<file path="src/rtl/hdlc_tx_pkg.sv">
package hdlc_tx_pkg;

   typedef enum logic [2:0] {
      PH_IDLE,
      PH_OPEN,
      PH_DATA,
      PH_FCS,
      PH_CLOSE
   } tx_phase_t;

   localparam logic [7:0]  FLAG_BYTE = 8'h7E;
   // bit-reversed generator constants for LSB-first processing
   localparam logic [31:0] POLY16_R  = 32'h0000_8408;
   localparam logic [31:0] POLY32_R  = 32'hEDB8_8320;
   localparam logic [31:0] PRESET16  = 32'h0000_FFFF;
   localparam logic [31:0] PRESET32  = 32'hFFFF_FFFF;

endpackage

</file>
<file path="src/rtl/hdlc_crc_core.sv">
module hdlc_crc_core #(
   parameter int SER_W = 4
) (
   input  logic [31:0]      crc_i,
   input  logic [SER_W-1:0] bits_i,
   input  logic             nib_i,
   input  logic             wide_i,
   output logic [31:0]      crc_o
);
   import hdlc_tx_pkg::*;

   logic [31:0] poly;
   assign poly = wide_i ? POLY32_R : POLY16_R;

   // lane 0 always folds; remaining lanes fold only in nibble mode
   always_comb begin
      logic [31:0] acc;
      logic        fb;
      acc = crc_i;
      for (int i = 0; i < SER_W; i++) begin
         if (i == 0 || nib_i) begin
            fb  = acc[0] ^ bits_i[i];
            acc = (acc >> 1) ^ (fb ? poly : 32'h0);
         end
      end
      crc_o = acc;
   end

endmodule

</file>
<file path="src/rtl/hdlc_tx_hold.sv">
module hdlc_tx_hold (
   input  logic       clk,
   input  logic       rst_n,
   input  logic       in_valid,
   input  logic [7:0] in_data,
   input  logic       in_last,
   output logic       in_ready,
   input  logic       take_i,
   output logic       full_o,
   output logic [7:0] data_o,
   output logic       last_o
);
   assign in_ready = !full_o;

   always_ff @(posedge clk or negedge rst_n) begin
      if (!rst_n) begin
         full_o <= 1'b0;
         data_o <= '0;
         last_o <= 1'b0;
      end else if (in_valid && in_ready) begin
         full_o <= 1'b1;
         data_o <= in_data;
         last_o <= in_last;
      end else if (take_i) begin
         full_o <= 1'b0;
      end
   end

   AST_TAKE_ONLY_FULL: assert property (@(posedge clk) disable iff (!rst_n)
      take_i |-> full_o);
   AST_CAPTURE_FILLS: assert property (@(posedge clk) disable iff (!rst_n)
      (in_valid && in_ready) |=> !in_ready);

endmodule

</file>
<file path="src/rtl/hdlc_rts_ctl.sv">
module hdlc_rts_ctl #(
   parameter int RTS_LAG = 3
) (
   input  logic clk,
   input  logic rst_n,
   input  logic sclk_en,
   input  logic start_i,
   input  logic done_i,
   input  logic nib_i,
   output logic rts_o
);
   localparam int CW = $clog2(RTS_LAG + 1);
   localparam logic [CW-1:0] LAG_END = CW'(RTS_LAG - 1);

   if (RTS_LAG < 1 || RTS_LAG > 5) begin : g_bad_lag
      $error("RTS_LAG must lie in 1..5");
   end

   logic          pend;
   logic [CW-1:0] cnt;
   logic          drop;

   assign drop = nib_i ? (cnt == LAG_END) : sclk_en;

   always_ff @(posedge clk or negedge rst_n) begin
      if (!rst_n) begin
         rts_o <= 1'b0;
         pend  <= 1'b0;
         cnt   <= '0;
      end else if (start_i) begin
         rts_o <= 1'b1;
      end else if (done_i) begin
         pend  <= 1'b1;
         cnt   <= '0;
      end else if (pend) begin
         if (drop) begin
            rts_o <= 1'b0;
            pend  <= 1'b0;
         end else if (nib_i) begin
            cnt <= cnt + 1'b1;
         end
      end
   end

   AST_BIT_FALL_ON_STROBE: assert property (@(posedge clk) disable iff (!rst_n)
      ($fell(rts_o) && !nib_i) |-> $past(sclk_en));
   AST_NO_FALL_AT_DONE: assert property (@(posedge clk) disable iff (!rst_n)
      done_i |=> rts_o);

endmodule

</file>
<file path="src/rtl/hdlc_fcs_serializer.sv">
module hdlc_fcs_serializer #(
   parameter int SER_W   = 4,
   parameter int RTS_LAG = 3
) (
   input  logic             clk,
   input  logic             rst_n,
   input  logic             sclk_en,
   input  logic             nib_mode,
   input  logic [1:0]       crc_sel,
   input  logic             in_valid,
   output logic             in_ready,
   input  logic [7:0]       in_data,
   input  logic             in_last,
   output logic [SER_W-1:0] txd,
   output logic             rts,
   output logic             cfg_err
);
   import hdlc_tx_pkg::*;

   localparam logic [3:0] BYTE_BITS = 4'd8;
   localparam logic [3:0] NIB_STEP  = 4'(SER_W);

   if (SER_W < 2 || SER_W > 8 || (8 % SER_W) != 0) begin : g_bad_w
      $error("SER_W must divide 8 and be at least 2");
   end

   tx_phase_t   phase;
   logic [7:0]  sh;
   logic [3:0]  left;
   logic        last_q;
   logic [1:0]  fcs_idx;
   logic [31:0] crc;
   logic        nib_q;
   logic        wide_q;

   logic        hold_full;
   logic [7:0]  hold_data;
   logic        hold_last;
   logic        take;

   logic [31:0]      crc_adv;
   logic [31:0]      crc_inv;
   logic [SER_W-1:0] txd_nxt;
   logic [3:0]       step;
   logic [3:0]       left_after;
   logic [7:0]       sh_shift;
   logic [1:0]       fcs_top;
   logic [1:0]       fcs_next;
   logic             emit;
   logic             byte_end;
   logic             refill;
   logic             start;
   logic             done;

   hdlc_tx_hold u_hold (
      .clk      (clk),
      .rst_n    (rst_n),
      .in_valid (in_valid),
      .in_data  (in_data),
      .in_last  (in_last),
      .in_ready (in_ready),
      .take_i   (take),
      .full_o   (hold_full),
      .data_o   (hold_data),
      .last_o   (hold_last)
   );

   hdlc_crc_core #(.SER_W(SER_W)) u_crc (
      .crc_i  (crc),
      .bits_i (sh[SER_W-1:0]),
      .nib_i  (nib_q),
      .wide_i (wide_q),
      .crc_o  (crc_adv)
   );

   hdlc_rts_ctl #(.RTS_LAG(RTS_LAG)) u_rts (
      .clk     (clk),
      .rst_n   (rst_n),
      .sclk_en (sclk_en),
      .start_i (start),
      .done_i  (done),
      .nib_i   (nib_q),
      .rts_o   (rts)
   );

   // lane mapping: nibble mode uses all lanes, bit mode parks upper lanes high
   for (genvar g = 0; g < SER_W; g++) begin : g_lane
      if (g == 0) begin : g_first
         assign txd_nxt[g] = sh[0];
      end else begin : g_upper
         assign txd_nxt[g] = nib_q ? sh[g] : 1'b1;
      end
   end

   assign step       = nib_q ? NIB_STEP : 4'd1;
   assign left_after = left - step;
   assign sh_shift   = nib_q ? (sh >> SER_W) : (sh >> 1);
   assign crc_inv    = ~crc;
   assign fcs_top    = wide_q ? 2'd3 : 2'd1;
   assign fcs_next   = fcs_idx + 2'd1;

   assign emit     = sclk_en && (phase != PH_IDLE) && (left != 4'd0);
   assign byte_end = emit && (left_after == 4'd0);
   assign refill   = (phase == PH_DATA) && (left == 4'd0) && hold_full;
   assign start    = sclk_en && (phase == PH_IDLE) && hold_full && !rts;
   assign done     = byte_end && (phase == PH_CLOSE);
   assign take     = refill ||
                     (byte_end && hold_full &&
                      (phase == PH_OPEN || (phase == PH_DATA && !last_q)));

   always_ff @(posedge clk or negedge rst_n) begin
      if (!rst_n) begin
         phase   <= PH_IDLE;
         sh      <= '0;
         left    <= '0;
         last_q  <= 1'b0;
         fcs_idx <= '0;
         crc     <= '0;
         nib_q   <= 1'b0;
         wide_q  <= 1'b0;
         cfg_err <= 1'b0;
         txd     <= '1;
      end else if (start) begin
         phase  <= PH_OPEN;
         sh     <= FLAG_BYTE;
         left   <= BYTE_BITS;
         nib_q  <= nib_mode;
         wide_q <= (crc_sel == 2'b10);
         crc    <= (crc_sel == 2'b10) ? PRESET32 : PRESET16;
         if (crc_sel[0]) cfg_err <= 1'b1;
      end else if (emit) begin
         txd <= txd_nxt;
         if (phase == PH_DATA) crc <= crc_adv;
         if (!byte_end) begin
            sh   <= sh_shift;
            left <= left_after;
         end else begin
            unique case (phase)
               PH_OPEN: begin
                  phase  <= PH_DATA;
                  sh     <= hold_data;
                  last_q <= hold_last;
                  left   <= hold_full ? BYTE_BITS : 4'd0;
               end
               PH_DATA: begin
                  if (last_q) begin
                     phase   <= PH_FCS;
                     sh      <= ~crc_adv[7:0];
                     fcs_idx <= 2'd0;
                     left    <= BYTE_BITS;
                  end else begin
                     sh     <= hold_data;
                     last_q <= hold_last;
                     left   <= hold_full ? BYTE_BITS : 4'd0;
                  end
               end
               PH_FCS: begin
                  left <= BYTE_BITS;
                  if (fcs_idx == fcs_top) begin
                     phase <= PH_CLOSE;
                     sh    <= FLAG_BYTE;
                  end else begin
                     fcs_idx <= fcs_next;
                     sh      <= crc_inv[{fcs_next, 3'b000} +: 8];
                  end
               end
               PH_CLOSE: begin
                  phase <= PH_IDLE;
                  left  <= 4'd0;
               end
               default: ;
            endcase
         end
      end else if (refill) begin
         sh     <= hold_data;
         last_q <= hold_last;
         left   <= BYTE_BITS;
      end
   end

   AST_RTS_SPANS_FRAME: assert property (@(posedge clk) disable iff (!rst_n)
      (phase != PH_IDLE) |-> rts);
   AST_TXD_ON_STROBE: assert property (@(posedge clk) disable iff (!rst_n)
      !sclk_en |=> $stable(txd));
   AST_CFG_STICKY: assert property (@(posedge clk) disable iff (!rst_n)
      cfg_err |=> cfg_err);
   AST_FCS_FROZEN: assert property (@(posedge clk) disable iff (!rst_n)
      (phase == PH_FCS) |=> $stable(crc));
   AST_CFG_HELD: assert property (@(posedge clk) disable iff (!rst_n)
      (phase != PH_IDLE && !start) |=> $stable(nib_q) && $stable(wide_q));

endmodule

</file>
<file path="config.mk">
export PLATFORM = sky130hd
export DESIGN_NAME = hdlc_fcs_serializer
export DESIGN_NICKNAME = d
export VERILOG_FILES = /design/src/rtl/hdlc_tx_pkg.sv /design/src/rtl/hdlc_crc_core.sv /design/src/rtl/hdlc_tx_hold.sv /design/src/rtl/hdlc_rts_ctl.sv /design/src/rtl/hdlc_fcs_serializer.sv
export SDC_FILE = /design/constraint.sdc
export NUM_CORES = 1
export LEC_CHECK = 0
export ABC_AREA = 0
export ABC_CLOCK_PERIOD_IN_PS = 5600
export BUFFER_PORTS_ARGS = -buffer_cell sky130_fd_sc_hd__buf_2
export CORE_ASPECT_RATIO = 1.1
export CORE_UTILIZATION = 29
export DETAILED_ROUTE_END_ITERATION = 8
export PLACE_DENSITY = 0.46
export SLEW_MARGIN = 20
export SYNTH_ARGS = -nofsm -noshare
export SYNTH_HDL_FRONTEND = slang
export SYNTH_SLANG_ARGS = --single-unit
export TNS_END_PERCENT = 30
</file>
<file path="constraint.sdc">
create_clock -name clk -period 5.6 [get_ports clk]
set_clock_uncertainty 0.1 [all_clocks]
set_input_delay 0.28 -clock clk [delete_from_list [all_inputs] [get_ports clk]]
set_output_delay 0.28 -clock clk [all_outputs]
set_load 0.005 [all_outputs]
</file>
==> reports/qor.csv <==
stage,metric,value,unit
grt,first-pass GRT wire length,23.6,mm
sta,Fin Hold WS,-9.95,ps
pwr,Leakage,2.30,nW
critical_path,CP endpoint kind,flip-flop,
clock_network,Root Buffer,clkbuf_16,
cells_and_area,Layout area overhead,11.8,%
sta,Fin. Hold Viols,14,
clock_network,CTS tree,built,
cells_and_area,Finished Cell Area,0.00540,mm²
synth,Synth Area per Inst,8.83,µm²
cells_and_area,Final nets,566,
critical_path,critical-path cell list,"inv_2, ha_1, ha_1, xor2_1, nand3_1, nand2b_1, nor2_1, nand2_1, a211oi_1, o32ai_1",
clock_network,CTS resizes,0,
route,Via density,5.46,
sta,fin crit period,3160,ps
pwr,Int Power,1.70,mW
clock_network,CTS H-tree lvls,3,
cells_and_area,most frequent cells in the layout,"dfrtp_1, nand2_1, nor2_1, o21ai_0, a21oi_1",
route,initial DRC count,285,
pwr,switching share of power,0.421,
sta,Final setup viols,0,
floorplanning,row count,49,
place,GP Congestion,0.879,
floorplanning,die width,125,µm
place,Port Buffer Count,22,
synth,Synth cell types,65,
clock_network,Clock Path Buffers,2,
cells_and_area,layout cell share with drive strength beyond 1,0.152,
critical_path,reg2reg setup slack,2440,ps
route,final WL,14.5,mm
clock_network,clk slew on worst S/H paths,60,ps
clock_network,clock buffer count from CTS,9,
synth,Mapped Area,0.00483,mm²
grt,met2 GRT Util,0.304,
floorplanning,Die ar.,0.0172,mm²
sta,"Slew Viols, Final",0,
sta,RSZ-0062 raised after global routing,false,
outcome,status,"complete, but fails checks",
route,drt pass-1 iters,7,
grt,gr usage total,0.182,
floorplanning,CORE AREA,0.0163,mm²
hold_path,worst min path class,input pin to async pin,
route,drt drc,0,
floorplanning,IO Pins,23,
grt,met3 usage,0.0443,
pwr,power density cells,543,mW/mm²
route,via count,4119,
critical_path,cell mode on critical path,ha_1,
synth,cells after synthesis,547,
grt,initial antenna violation count,0,
synth,Synth async-reset ratio,1.00,
route,Detail Route Antenna Nets,0,
critical_path,CP Launch Type,flip-flop,
clock_network,Post-CTS Hold Buffers,0,
place,post-DP HPWL,10.2,mm
synth,YS warnings,0,
grt,M1 GR Usage,0.232,
critical_path,data required time of the critical path,5710,ps
floorplanning,die extent in y,137,µm
cells_and_area,fill count,1716,
cells_and_area,Ant. Diodes,0,
place,"Cell Area, Placed",0.00508,mm²
sta,Max transition margin,0.360,
pwr,Seq pwr share,0.369,
clock_network,number of setup buffers added after CTS,0,
grt,vias in the first global route,4123,
sta,Worst-Margin Slew,957,ps
pwr,Combinational Power Share,0.418,
critical_path,critical path's slowest cell,nor2_1,
critical_path,Worst Path Buf+Inv,1,
synth,Post-synth EDFFs,0,
critical_path,Crit Path Category,flip-flop to flip-flop,
pwr,sw power,1.23,mW
pwr,Peak VDD IR,226,µV
grt,gr busiest metal,met2,
synth,Synth Register Bits,71,
grt,GR Overflow Total,0,
outcome,failing checks,negative hold slack,
clock_network,Clock Latency Late Sink,350,ps
sta,achievable clock frequency,0.317,GHz
grt,largest net degree at the start of global routing,72,
pwr,Clk pwr share,0.213,
critical_path,CP max stage delay,420,ps
cells_and_area,"commonest non-fill, non-tap cell in the layout",dfrtp_1,
route,Avg WL per Cell,19.2,µm
critical_path,reg2reg path depth,10,
clock_network,CTS Sinks,71,
critical_path,r2r endpoint,sh[2],
synth,sequential fraction of the synthesis area,0.369,
floorplanning,initial core utilization,0.296,
critical_path,Crit path max-delay family,simple AND/OR/NAND/NOR gates,
synth,Mapped Nets,567,
synth,Post-synth top flop,dfrtp_1,
sta,fin crit share,0.563,
critical_path,arrival time worst endpoint,3260,ps
critical_path,CP Max Fanout,18,
flow_run,max cap viols,0,
critical_path,worst r2r src,nib_q,
sta,Setup TNS,0,ps
-- how the worst max path moves through the flow --
| stage | end | from | slack (ps) | depth (start not counted) |
|---|---|---|---|---|
| global placement | sh[3] | nib_q | 2640 | 9 |
| global route | sh[2] | nib_q | 2180 | 10 |
| detailed placement | sh[2] | nib_q | 2510 | 10 |
| floorplan | sh[5] | nib_q | 2770 | 13 |
| finish | sh[2] | nib_q | 2440 | 10 |
| CTS | sh[2] | nib_q | 2460 | 10 |
-- registers in the layout, indices dropped and copies added (netlist names) --
name / count
txd: 4
crc: 32
u_rts.rts_o: 1
sh: 8
u_hold.last_o: 1
u_hold.data_o: 8
nib_q: 1
fcs_idx: 2
u_rts.cnt: 2
wide_q: 1
left: 4
u_rts.pend: 1
phase: 3
last_q: 1
u_hold.full_o: 1
cfg_err: 1
-- layout make-up --
type	instances	area, µm²	area share
Clock inverter	4	70.1	0.0130
Tap cell	204	255	0.0473
Clock buffer	12	246	0.0456
Inverter	11	41.3	0.00764
Multi-Input combinational cell	426	2860	0.529
Sequential cell	71	1780	0.330
Timing Repair Buffer	27	150	0.0278
-- worst register-to-register path: stages (launching register included) --
cell	delay [ps]
dfrtp_2	400
inv_2	290
ha_1	310
ha_1	180
xor2_1	180
nand3_1	250
nand2b_1	250
nor2_1	420
nand2_1	240
a211oi_1	270
o32ai_1	120
-- cells by family (layout without fill, tap and decap cells) --
group,after synthesis,in the layout,share of synthesized area
muxes,36,36,0.0984
xor gates and xnor gates,50,50,0.0992
DFF,71,71,0.369
and+or+nand+nor,175,175,0.166
AOI/OAI and AO/OA,160,160,0.213
adders and majority gates,5,5,0.0127
buffers and inverters,50,54,0.0420
-- power by group through the flow --
| stage | logic [mW] | clock network, mW | registers (mW) |
|---|---|---|---|
| global placement | 1.21 | 0 | 1.09 |
| CTS | 1.23 | 0.643 | 1.08 |
| finish | 1.23 | 0.623 | 1.08 |
| global route | 1.37 | 0.663 | 1.12 |
| detailed placement | 1.22 | 0 | 1.09 |
| floorplan | 1.02 | 0 | 0.900 |
-- Yosys cell counts (2+ instances only) --
master | n | area (µm²)
nand3b_1 | 3 | 22.5
or4_1 | 2 | 15.0
xor2_1 | 19 | 166
dfrtp_1 | 67 | 1680
nor2_1 | 53 | 199
a21o_1 | 4 | 30.0
a32o_1 | 2 | 20.0
buf_2 | 9 | 45.0
inv_1 | 10 | 37.5
o21ai_0 | 44 | 220
nand2b_1 | 5 | 31.3
or2_2 | 2 | 12.5
o22ai_1 | 3 | 18.8
nor2b_1 | 7 | 43.8
nand3_1 | 12 | 60.1
a21oi_1 | 37 | 185
nor3_1 | 13 | 65.1
xnor2_1 | 27 | 236
o32ai_1 | 3 | 26.3
o22a_1 | 7 | 61.3
a31oi_1 | 13 | 81.3
buf_1 | 2 | 7.51
o211ai_1 | 14 | 105
clkbuf_1 | 27 | 101
o221ai_1 | 3 | 26.3
a211oi_1 | 6 | 45.0
dfstp_2 | 4 | 105
ha_1 | 4 | 50.1
o21ai_1 | 4 | 20.0
a211o_1 | 2 | 17.5
o21a_1 | 4 | 30.0
o21bai_1 | 2 | 15.0
nand2_1 | 64 | 240
xor2_2 | 2 | 32.5
mux2i_1 | 16 | 160
mux2_2 | 12 | 135
or3_1 | 4 | 25.0
mux4_2 | 8 | 180
-- per-layer routing --
layer | up-vias | wire, µm
li1 | 1958 | -
met1 | 2011 | 6450
met2 | 132 | 6930
met3 | 18 | 872
met4 | 0 | 247
met5 | - | 0
-- through the flow --
stage	cells	worst slack [ps]	hold WS, ps	power [mW]	util
2_1_floorplan	547	2770	-116	1.92	-
3_3_place_gp	739	2640	335	2.30	0.312
3_5_place_dp	739	2510	341	2.31	0.312
4_1_cts	755	2460	27.0	2.95	0.331
5_1_grt	755	2180	46.4	3.15	0.331
6_report	755	2440	-9.95	2.93	0.331
Note: power is estimated with default switching activity, not from simulation.
